<file path="config.mk">
export PLATFORM = sky130hd
export DESIGN_NAME = irq_ctl
export DESIGN_NICKNAME = d
export VERILOG_FILES = /design/src/rtl/pic_pkg.sv /design/src/rtl/pic_irr.sv /design/src/rtl/pic_resolve.sv /design/src/rtl/irq_ctl.sv
export SDC_FILE = /design/constraint.sdc
export NUM_CORES = 1
export LEC_CHECK = 0
export CAP_MARGIN = 20
export CELL_PAD_IN_SITES_DETAIL_PLACEMENT = 0
export CELL_PAD_IN_SITES_GLOBAL_PLACEMENT = 1
export CORE_UTILIZATION = 40
export DETAILED_ROUTE_END_ITERATION = 16
export PLACE_DENSITY_LB_ADDON = 0.15
export SLEW_MARGIN = 20
export SYNTH_ARGS = -nofsm -noshare
export SYNTH_HDL_FRONTEND = slang
export SYNTH_SLANG_ARGS = --single-unit
export TNS_END_PERCENT = 1
</file>
<file path="constraint.sdc">
create_clock -name clk -period 6.1 [get_ports clk]
set_input_delay 1.83 -clock clk [delete_from_list [all_inputs] [get_ports clk]]
set_output_delay 1.83 -clock clk [all_outputs]
set_load 0.02 [all_outputs]
</file>
<file path="src/rtl/pic_pkg.sv">
package pic_pkg;
  parameter int PIC_LINES = 8;
  localparam int PIC_LW = $clog2(PIC_LINES);

  typedef logic [PIC_LINES-1:0] line_t;
  typedef logic [PIC_LW-1:0]    lvl_t;

  typedef enum logic [2:0] {S_IDLE, S_BASE, S_CASC, S_MODE, S_RUN} init_e;

  // First set bit of v when scanning from low+1 upward, wrapping.
  function automatic line_t rot_pick(line_t v, lvl_t low);
    line_t r;
    logic  hit;
    int    idx;
    r   = '0;
    hit = 1'b0;
    for (int k = 1; k <= PIC_LINES; k++) begin
      idx = (int'(low) + k) % PIC_LINES;
      if (!hit && v[idx]) begin
        r[idx] = 1'b1;
        hit    = 1'b1;
      end
    end
    return r;
  endfunction

  function automatic lvl_t oh_to_lvl(line_t oh);
    lvl_t l;
    l = '0;
    for (int k = 0; k < PIC_LINES; k++)
      if (oh[k]) l = l | lvl_t'(k);
    return l;
  endfunction
endpackage

</file>
<file path="src/rtl/pic_irr.sv">
module pic_irr
  import pic_pkg::*;
(
  input  logic  clk,
  input  logic  rst_n,
  input  line_t lines,
  input  line_t trig_lvl,
  input  logic  clr_all,
  input  line_t ack_clr,
  output line_t irr
);
  line_t prev_q;
  line_t rise;

  assign rise = lines & ~prev_q;

  for (genvar i = 0; i < PIC_LINES; i++) begin : g_line
    always_ff @(posedge clk or negedge rst_n) begin
      if (!rst_n) begin
        prev_q[i] <= 1'b0;
        irr[i]    <= 1'b0;
      end else begin
        prev_q[i] <= lines[i];
        if (clr_all)          irr[i] <= 1'b0;
        else if (trig_lvl[i]) irr[i] <= lines[i];
        else if (rise[i])     irr[i] <= 1'b1;
        else if (ack_clr[i])  irr[i] <= 1'b0;
      end
    end

    AST_EDGE_SETS: assert property (@(posedge clk) disable iff (!rst_n)
      (rise[i] && !trig_lvl[i] && !clr_all) |=> irr[i]);
    AST_LEVEL_FOLLOWS: assert property (@(posedge clk) disable iff (!rst_n)
      (trig_lvl[i] && !clr_all) |=> (irr[i] == $past(lines[i])));
  end
endmodule

</file>
<file path="src/rtl/pic_resolve.sv">
module pic_resolve
  import pic_pkg::*;
(
  input  line_t irr,
  input  line_t imr,
  input  line_t isr,
  input  logic  smm,
  input  lvl_t  low,
  output line_t grant,
  output lvl_t  grant_lvl,
  output logic  grant_any,
  output line_t isr_top,
  output lvl_t  isr_top_lvl
);
  line_t block;
  line_t cand;

  always_comb begin
    block       = (smm && (imr != '0)) ? '0 : isr;
    cand        = rot_pick((irr & ~imr) | block, low);
    grant       = cand & ~block;
    grant_any   = (grant != '0);
    grant_lvl   = oh_to_lvl(grant);
    isr_top     = rot_pick(isr, low);
    isr_top_lvl = oh_to_lvl(isr_top);
  end
endmodule

</file>
<file path="src/rtl/irq_ctl.sv">
module irq_ctl
  import pic_pkg::*;
#(
  parameter int BUS_W = 8
) (
  input  logic             clk,
  input  logic             rst_n,
  input  logic             bus_wr,
  input  logic             bus_rd,
  input  logic             bus_sel,
  input  logic [BUS_W-1:0] bus_wdata,
  output logic [BUS_W-1:0] bus_rdata,
  input  logic [PIC_LINES-1:0] irq_lines,
  input  logic [PIC_LINES-1:0] trig_lvl,
  input  logic             int_ack,
  output logic             int_req,
  output logic [BUS_W-1:0] int_vec
);
  localparam int PAD_W = BUS_W - 1 - PIC_LW;
  localparam lvl_t LOW_RESET = lvl_t'(PIC_LINES - 1);

  init_e st_q;
  line_t irr, isr_q, imr_q;
  lvl_t  low_q;
  logic [BUS_W-1:0] base_q;
  logic  aeoi_q, rot_q, smm_q, poll_q, rsr_q;

  line_t grant, isr_top;
  lvl_t  grant_lvl, isr_top_lvl;
  logic  grant_any;

  // Named bus events
  logic cmd_wr, dat_wr, icw1, ocw2, ocw3, poll_take, ack_evt;
  logic [2:0] op;
  lvl_t  op_lvl;
  line_t op_oh, isr_set, isr_clr;

  assign cmd_wr    = bus_wr & ~bus_sel;
  assign dat_wr    = bus_wr & bus_sel;
  assign icw1      = cmd_wr & bus_wdata[4];
  assign ocw2      = cmd_wr & ~bus_wdata[4] & ~bus_wdata[3];
  assign ocw3      = cmd_wr & ~bus_wdata[7] & ~bus_wdata[4] & bus_wdata[3];
  assign op        = bus_wdata[7:5];
  assign op_lvl    = lvl_t'(bus_wdata[PIC_LW-1:0]);
  assign op_oh     = line_t'(1) << op_lvl;
  assign poll_take = bus_rd & ~bus_sel & poll_q;
  assign ack_evt   = (int_ack | poll_take) & grant_any;

  pic_irr u_irr (
    .clk      (clk),
    .rst_n    (rst_n),
    .lines    (irq_lines),
    .trig_lvl (trig_lvl),
    .clr_all  (icw1),
    .ack_clr  (ack_evt ? grant : '0),
    .irr      (irr)
  );

  pic_resolve u_res (
    .irr         (irr),
    .imr         (imr_q),
    .isr         (isr_q),
    .smm         (smm_q),
    .low         (low_q),
    .grant       (grant),
    .grant_lvl   (grant_lvl),
    .grant_any   (grant_any),
    .isr_top     (isr_top),
    .isr_top_lvl (isr_top_lvl)
  );

  always_comb begin
    isr_set = (ack_evt && !aeoi_q) ? grant : '0;
    isr_clr = '0;
    if (ocw2) begin
      case (op)
        3'd1, 3'd5: isr_clr = isr_top;
        3'd3, 3'd7: isr_clr = op_oh;
        default:    isr_clr = '0;
      endcase
    end
  end

  always_ff @(posedge clk or negedge rst_n) begin
    if (!rst_n) begin
      st_q   <= S_IDLE;
      isr_q  <= '0;
      imr_q  <= '0;
      low_q  <= LOW_RESET;
      base_q <= '0;
      aeoi_q <= 1'b0;
      rot_q  <= 1'b0;
      smm_q  <= 1'b0;
      poll_q <= 1'b0;
      rsr_q  <= 1'b0;
    end else if (icw1) begin
      st_q   <= S_BASE;
      isr_q  <= '0;
      imr_q  <= '0;
      low_q  <= LOW_RESET;
      aeoi_q <= 1'b0;
      rot_q  <= 1'b0;
      smm_q  <= 1'b0;
      poll_q <= 1'b0;
      rsr_q  <= 1'b0;
    end else begin
      isr_q <= (isr_q | isr_set) & ~isr_clr;
      if (poll_take) poll_q <= 1'b0;
      if (ack_evt && aeoi_q && rot_q) low_q <= grant_lvl;
      if (dat_wr) begin
        case (st_q)
          S_BASE: begin base_q <= bus_wdata; st_q <= S_CASC; end
          S_CASC: st_q <= S_MODE;
          S_MODE: begin aeoi_q <= bus_wdata[1]; st_q <= S_RUN; end
          default: imr_q <= line_t'(bus_wdata);
        endcase
      end
      if (ocw2) begin
        case (op)
          3'd0: rot_q <= 1'b0;
          3'd4: rot_q <= 1'b1;
          3'd5: if (isr_q != '0) low_q <= isr_top_lvl;
          3'd6, 3'd7: low_q <= op_lvl;
          default: ;
        endcase
      end
      if (ocw3) begin
        if (bus_wdata[6]) smm_q  <= bus_wdata[5];
        if (bus_wdata[2]) poll_q <= 1'b1;
        if (bus_wdata[1]) rsr_q  <= bus_wdata[0];
      end
    end
  end

  always_comb begin
    if (bus_sel)     bus_rdata = BUS_W'(imr_q);
    else if (poll_q) bus_rdata = grant_any ? {1'b1, {PAD_W{1'b0}}, grant_lvl} : '0;
    else if (rsr_q)  bus_rdata = BUS_W'(isr_q);
    else             bus_rdata = BUS_W'(irr);
  end

  assign int_req = (st_q == S_RUN) & grant_any;
  assign int_vec = base_q | BUS_W'(grant_lvl);

  AST_INIT_CLEARS: assert property (@(posedge clk) disable iff (!rst_n)
    icw1 |=> (isr_q == '0 && imr_q == '0 && low_q == LOW_RESET));
  AST_NO_EARLY_REQ: assert property (@(posedge clk) disable iff (!rst_n)
    (st_q != S_RUN) |-> !int_req);
  AST_GRANT_ONEHOT: assert property (@(posedge clk) disable iff (!rst_n)
    $onehot0(grant));
  AST_ACK_TO_ISR: assert property (@(posedge clk) disable iff (!rst_n)
    (ack_evt && !aeoi_q && !cmd_wr) |=> ((isr_q & $past(grant)) != '0));
  AST_AEOI_NO_ISR: assert property (@(posedge clk) disable iff (!rst_n)
    (ack_evt && aeoi_q && !cmd_wr) |=> ((isr_q & $past(grant)) == '0));
  AST_EOI_CLEARS: assert property (@(posedge clk) disable iff (!rst_n)
    (ocw2 && op == 3'd1 && !ack_evt) |=> ((isr_q & $past(isr_top)) == '0));
  AST_POLL_ONCE: assert property (@(posedge clk) disable iff (!rst_n)
    (poll_take && !ocw3) |=> !poll_q);
  AST_GRANT_UNMASKED: assert property (@(posedge clk) disable iff (!rst_n)
    ((grant & imr_q) == '0));
endmodule

</file>
==> flow_summary.yaml <==
clocking:
  path_clk_slew_ps: 70
  clockBufferDepth: 2
  htreeDepth: 2
  clock_latency_ps: 300
  cts-root-buf: "clkbuf_16"
  cts_made_buffers: 5
  clock-sinks: 51
  cts_tree: "built"
sta:
  finalSetupViolations: 7
  relSlewSlack_pct: 38.5
  layout_min_cycle_time_ps: 6250
  fin_crit_sh_pct: 102
  fmax_ghz: 0.160
  hold_violations: 0
  drv_slew: 0
  rsz0062_at_grt: "true"
  finalWorstSetupSlack_ps: -145
  timing.clock.skew_ps: 5.23
  worstMarginPinSlew_ps: 896
setup_path:
  crit_chain: "or4_4 -> buf_6 -> buf_4 -> o311ai_4 -> buf_12 -> o22ai_1 -> or4_4 -> o221ai_4 -> a21oi_2 -> a31oi_2 -> a32oi_2 -> buf_4 -> buf_4 -> a211oi_4 -> nand4b_4 -> a21oi_2 -> o21ai_1 -> buf_2"
  startpoint: "imr_q[7]$_DFFE_PN0P_"
  end_kind: "output port"
  path_max_fanout: 10
  worstReg2RegStart: "low_q[0]$_DFF_PN1_"
  arrival_ps: 4420
  required_ps: 4270
  crit_top_cell: "buf_4"
  cp-start-kind: "flip-flop"
  crit_type: "reg2out"
  cp_slowest_cell: "or4_4"
  slowest_delay_ps: 530
cells_and_area:
  multi_input_area_sq_um: 4260
  nFillCells: 1214
  post-route-util_pct: 58.6
  seq_area_sq_um: 1280
  layout.cells.non_filler: 1080
  antenna_cells: 0
  final_nets: 939
  drive_gt1_share_pct: 32.3
  syn2layout_area_growth_pct: 40.9
floorplanning:
  fp.dieH_um: 120
  rows: 42
  io-pin-count: 47
  core_area_sq_um: 13400
  die_w_um: 120
  start_util_pct: 41.6
  fp.dieArea_sq_um: 14400
synthesis:
  syn_avg_cell_area_sq_um: 7.80
  yosysWarnings: 0
  ys_seq_area_share_pct: 23.0
  synth_common_cells: "nand2_1 (80), nor2_1 (63), dfrtp_1 (48)"
  synthCells: 714
  ys_types: 81
  async_reset_ff_share_pct: 100
  synthFlopType: "dfrtp_1"
  synth.top_cell.area_share_pct: 21.6
  syn_area_sq_um: 5570
  synthesis.nets: 750
  synth_top_cell_by_area: "dfrtp_1"
  synth_enable_flop_cells: 0
  synth_most_common_cell: "nand2_1"
  synth.area.top_cells: "dfrtp_1 (22%), nand2_1 (5.4%), mux2i_1 (4.5%), nor2_1 (4.2%), o21ai_0 (3.9%)"
  ys_seq_elements: 51
power:
  power.internal_mw: 2.55
  sequentialPowerShare_pct: 9.8
  p_per_area_nw_per_um2: 670
  combinationalPowerShare_pct: 84.5
  swShare_pct: 51.5
  power_leakage_nw: 3.22
  p_sw_mw: 2.71
  pwr-share-clk_pct: 5.7
  max-vdd-ir-drop_v: 0.000349
global_route:
  grt_pass1_vias: 6923
  grt_first_pass_wirelength_um: 40300
  gr-total-overflow: 0
  grt_max_degree: 52
  grt_usage_pct: 37.3
  antenna_found_initial: 1
placed_design:
  port_buffers: 46
  placedCellCount: 1061
  gp_congestion: 1.02
  dp_hpwl_um: 20800
worst_hold_path:
  hold_class: "reg2reg"
  worstHoldStart: "base_q[2]$_DFFE_PN0P_"
drt:
  drt_iter0_markers: 826
  ant_nets: 0
  first_pass_iters: 6
  drc_errors: 0
  via_per_inst: 6.64
  routed-via-count: 7176
  wl_per_cell_um: 24.6
  routed_wl_um: 26600
run:
  timing.max_cap.violations: 0
run_status:
  status: "complete, but fails checks"
  violations: "setup timing"
==> cell type report <==
cell class | count | area share (%)
multi-input cells | 589 | 54.2
repair buffers | 231 | 23.5
flip-flops and latches | 51 | 16.3
well taps | 176 | 2.81
clock buffers | 6 | 1.77
inverters | 25 | 1.20
clock inverters | 2 | 0.207
==> critical path, delay by kind of cell, from the launching register on <==
kind / cells / cell delay [ps]
AO/OA/AOI/OAI: 9 / 1560
buffers and inverters: 6 / 930
flip-flops: 1 / 390
AND/OR/NAND/NOR: 3 / 1220
==> metrics by stage <==
| stage | TNS (ps) | setup slack [ps] | instance area [sq um] | hold slack [ps] | power, mW |
|---|---|---|---|---|---|
| after floorplan | 0 | 87.7 | 5570 | 473 | 2.65 |
| after global routing | -1750 | -274 | 7850 | 517 | 5.48 |
| after global placement | -2800 | -412 | 7320 | 488 | 4.50 |
| after CTS | -132 | -55.2 | 7730 | 510 | 5.03 |
| final | -529 | -145 | 7850 | 503 | 5.26 |
| after detailed placement | -3110 | -465 | 7330 | 495 | 4.50 |
==> cell families after synthesis <==
group	Yosys count	share of synthesized area [%]
XOR/XNOR	5	0.786
AO/OA/AOI/OAI	230	30.8
flip-flops	51	23.0
adder cells (fa/ha/maj)	6	1.35
AND/OR/NAND/NOR	307	28.6
multiplexers	41	9.34
buffers and inverters	74	6.15
==> final timing paths <==
| path | slack (ps) | cells after the start | to |
|---|---|---|---|
| max in group asynchronous | 4080 | 1 | base_q[3]$_DFFE_PN0P_ |
| setup / recovery | -150 | 18 | bus_rdata[7] |
| min in group asynchronous | 1570 | 1 | u_irr.irr[2]$_DFFE_PN0P_ |
| setup reg to reg | 1610 | 13 | low_q[0]$_DFF_PN1_ |
| hold reg to reg | 500 | 1 | base_q[2]$_DFFE_PN0P_ |
| hold / removal | 500 | 1 | base_q[2]$_DFFE_PN0P_ |
==> power groups by stage <==
stage | logic, mW | clock network, mW | registers (mW)
finish | 4.44 | 0.298 | 0.517
global route | 4.64 | 0.313 | 0.528
CTS | 4.21 | 0.302 | 0.515
detailed placement | 3.99 | 0 | 0.519
global placement | 3.98 | 0 | 0.513
floorplan | 2.14 | 0 | 0.512
==> cells in the final DEF (no fill, tap or decap), types with 14 or more instances in the layout <==
master           instances
buf_4                  181
o22ai_1                 27
nand2_1                 78
o21ai_0                 41
nand2b_1                15
nor3_1                  14
nor2_1                  58
a21oi_1                 26
nand3_1                 39
mux2i_1                 25
inv_1                   23
dfrtp_1                 48
clkdlybuf4s50_1         37
nor2b_1                 25
==> state kept, by name (all words and copies together) (netlist names) <==
| register | cells |
|---|---|
| aeoi_q | 1 |
| base_q | 8 |
| imr_q | 8 |
| isr_q | 8 |
| low_q | 3 |
| poll_q | 1 |
| rot_q | 1 |
| rsr_q | 1 |
| smm_q | 1 |
| st_q | 3 |
| u_irr.irr | 8 |
| u_irr.prev_q | 8 |
==> routing by layer <==
metal  share of wire (%)  wire, um  vias up  GRT usage, %
met1                  37      9720     3418          43.1
met3                 8.3      2210      140          5.32
met5                   0         0        -             0
li1                    -         -     3117             -
met2                  48     12700      501          63.7
met4                 7.4      1970        0          24.8
==> what timing repair did <==
item,4_1_cts,5_1_grt
hold buffers,0,0
pin swaps,22,1
setup endpoints to repair,8,8
setup buffers,10,1
gates resized for setup,66,20
Note: power is estimated with default switching activity, not from simulation.
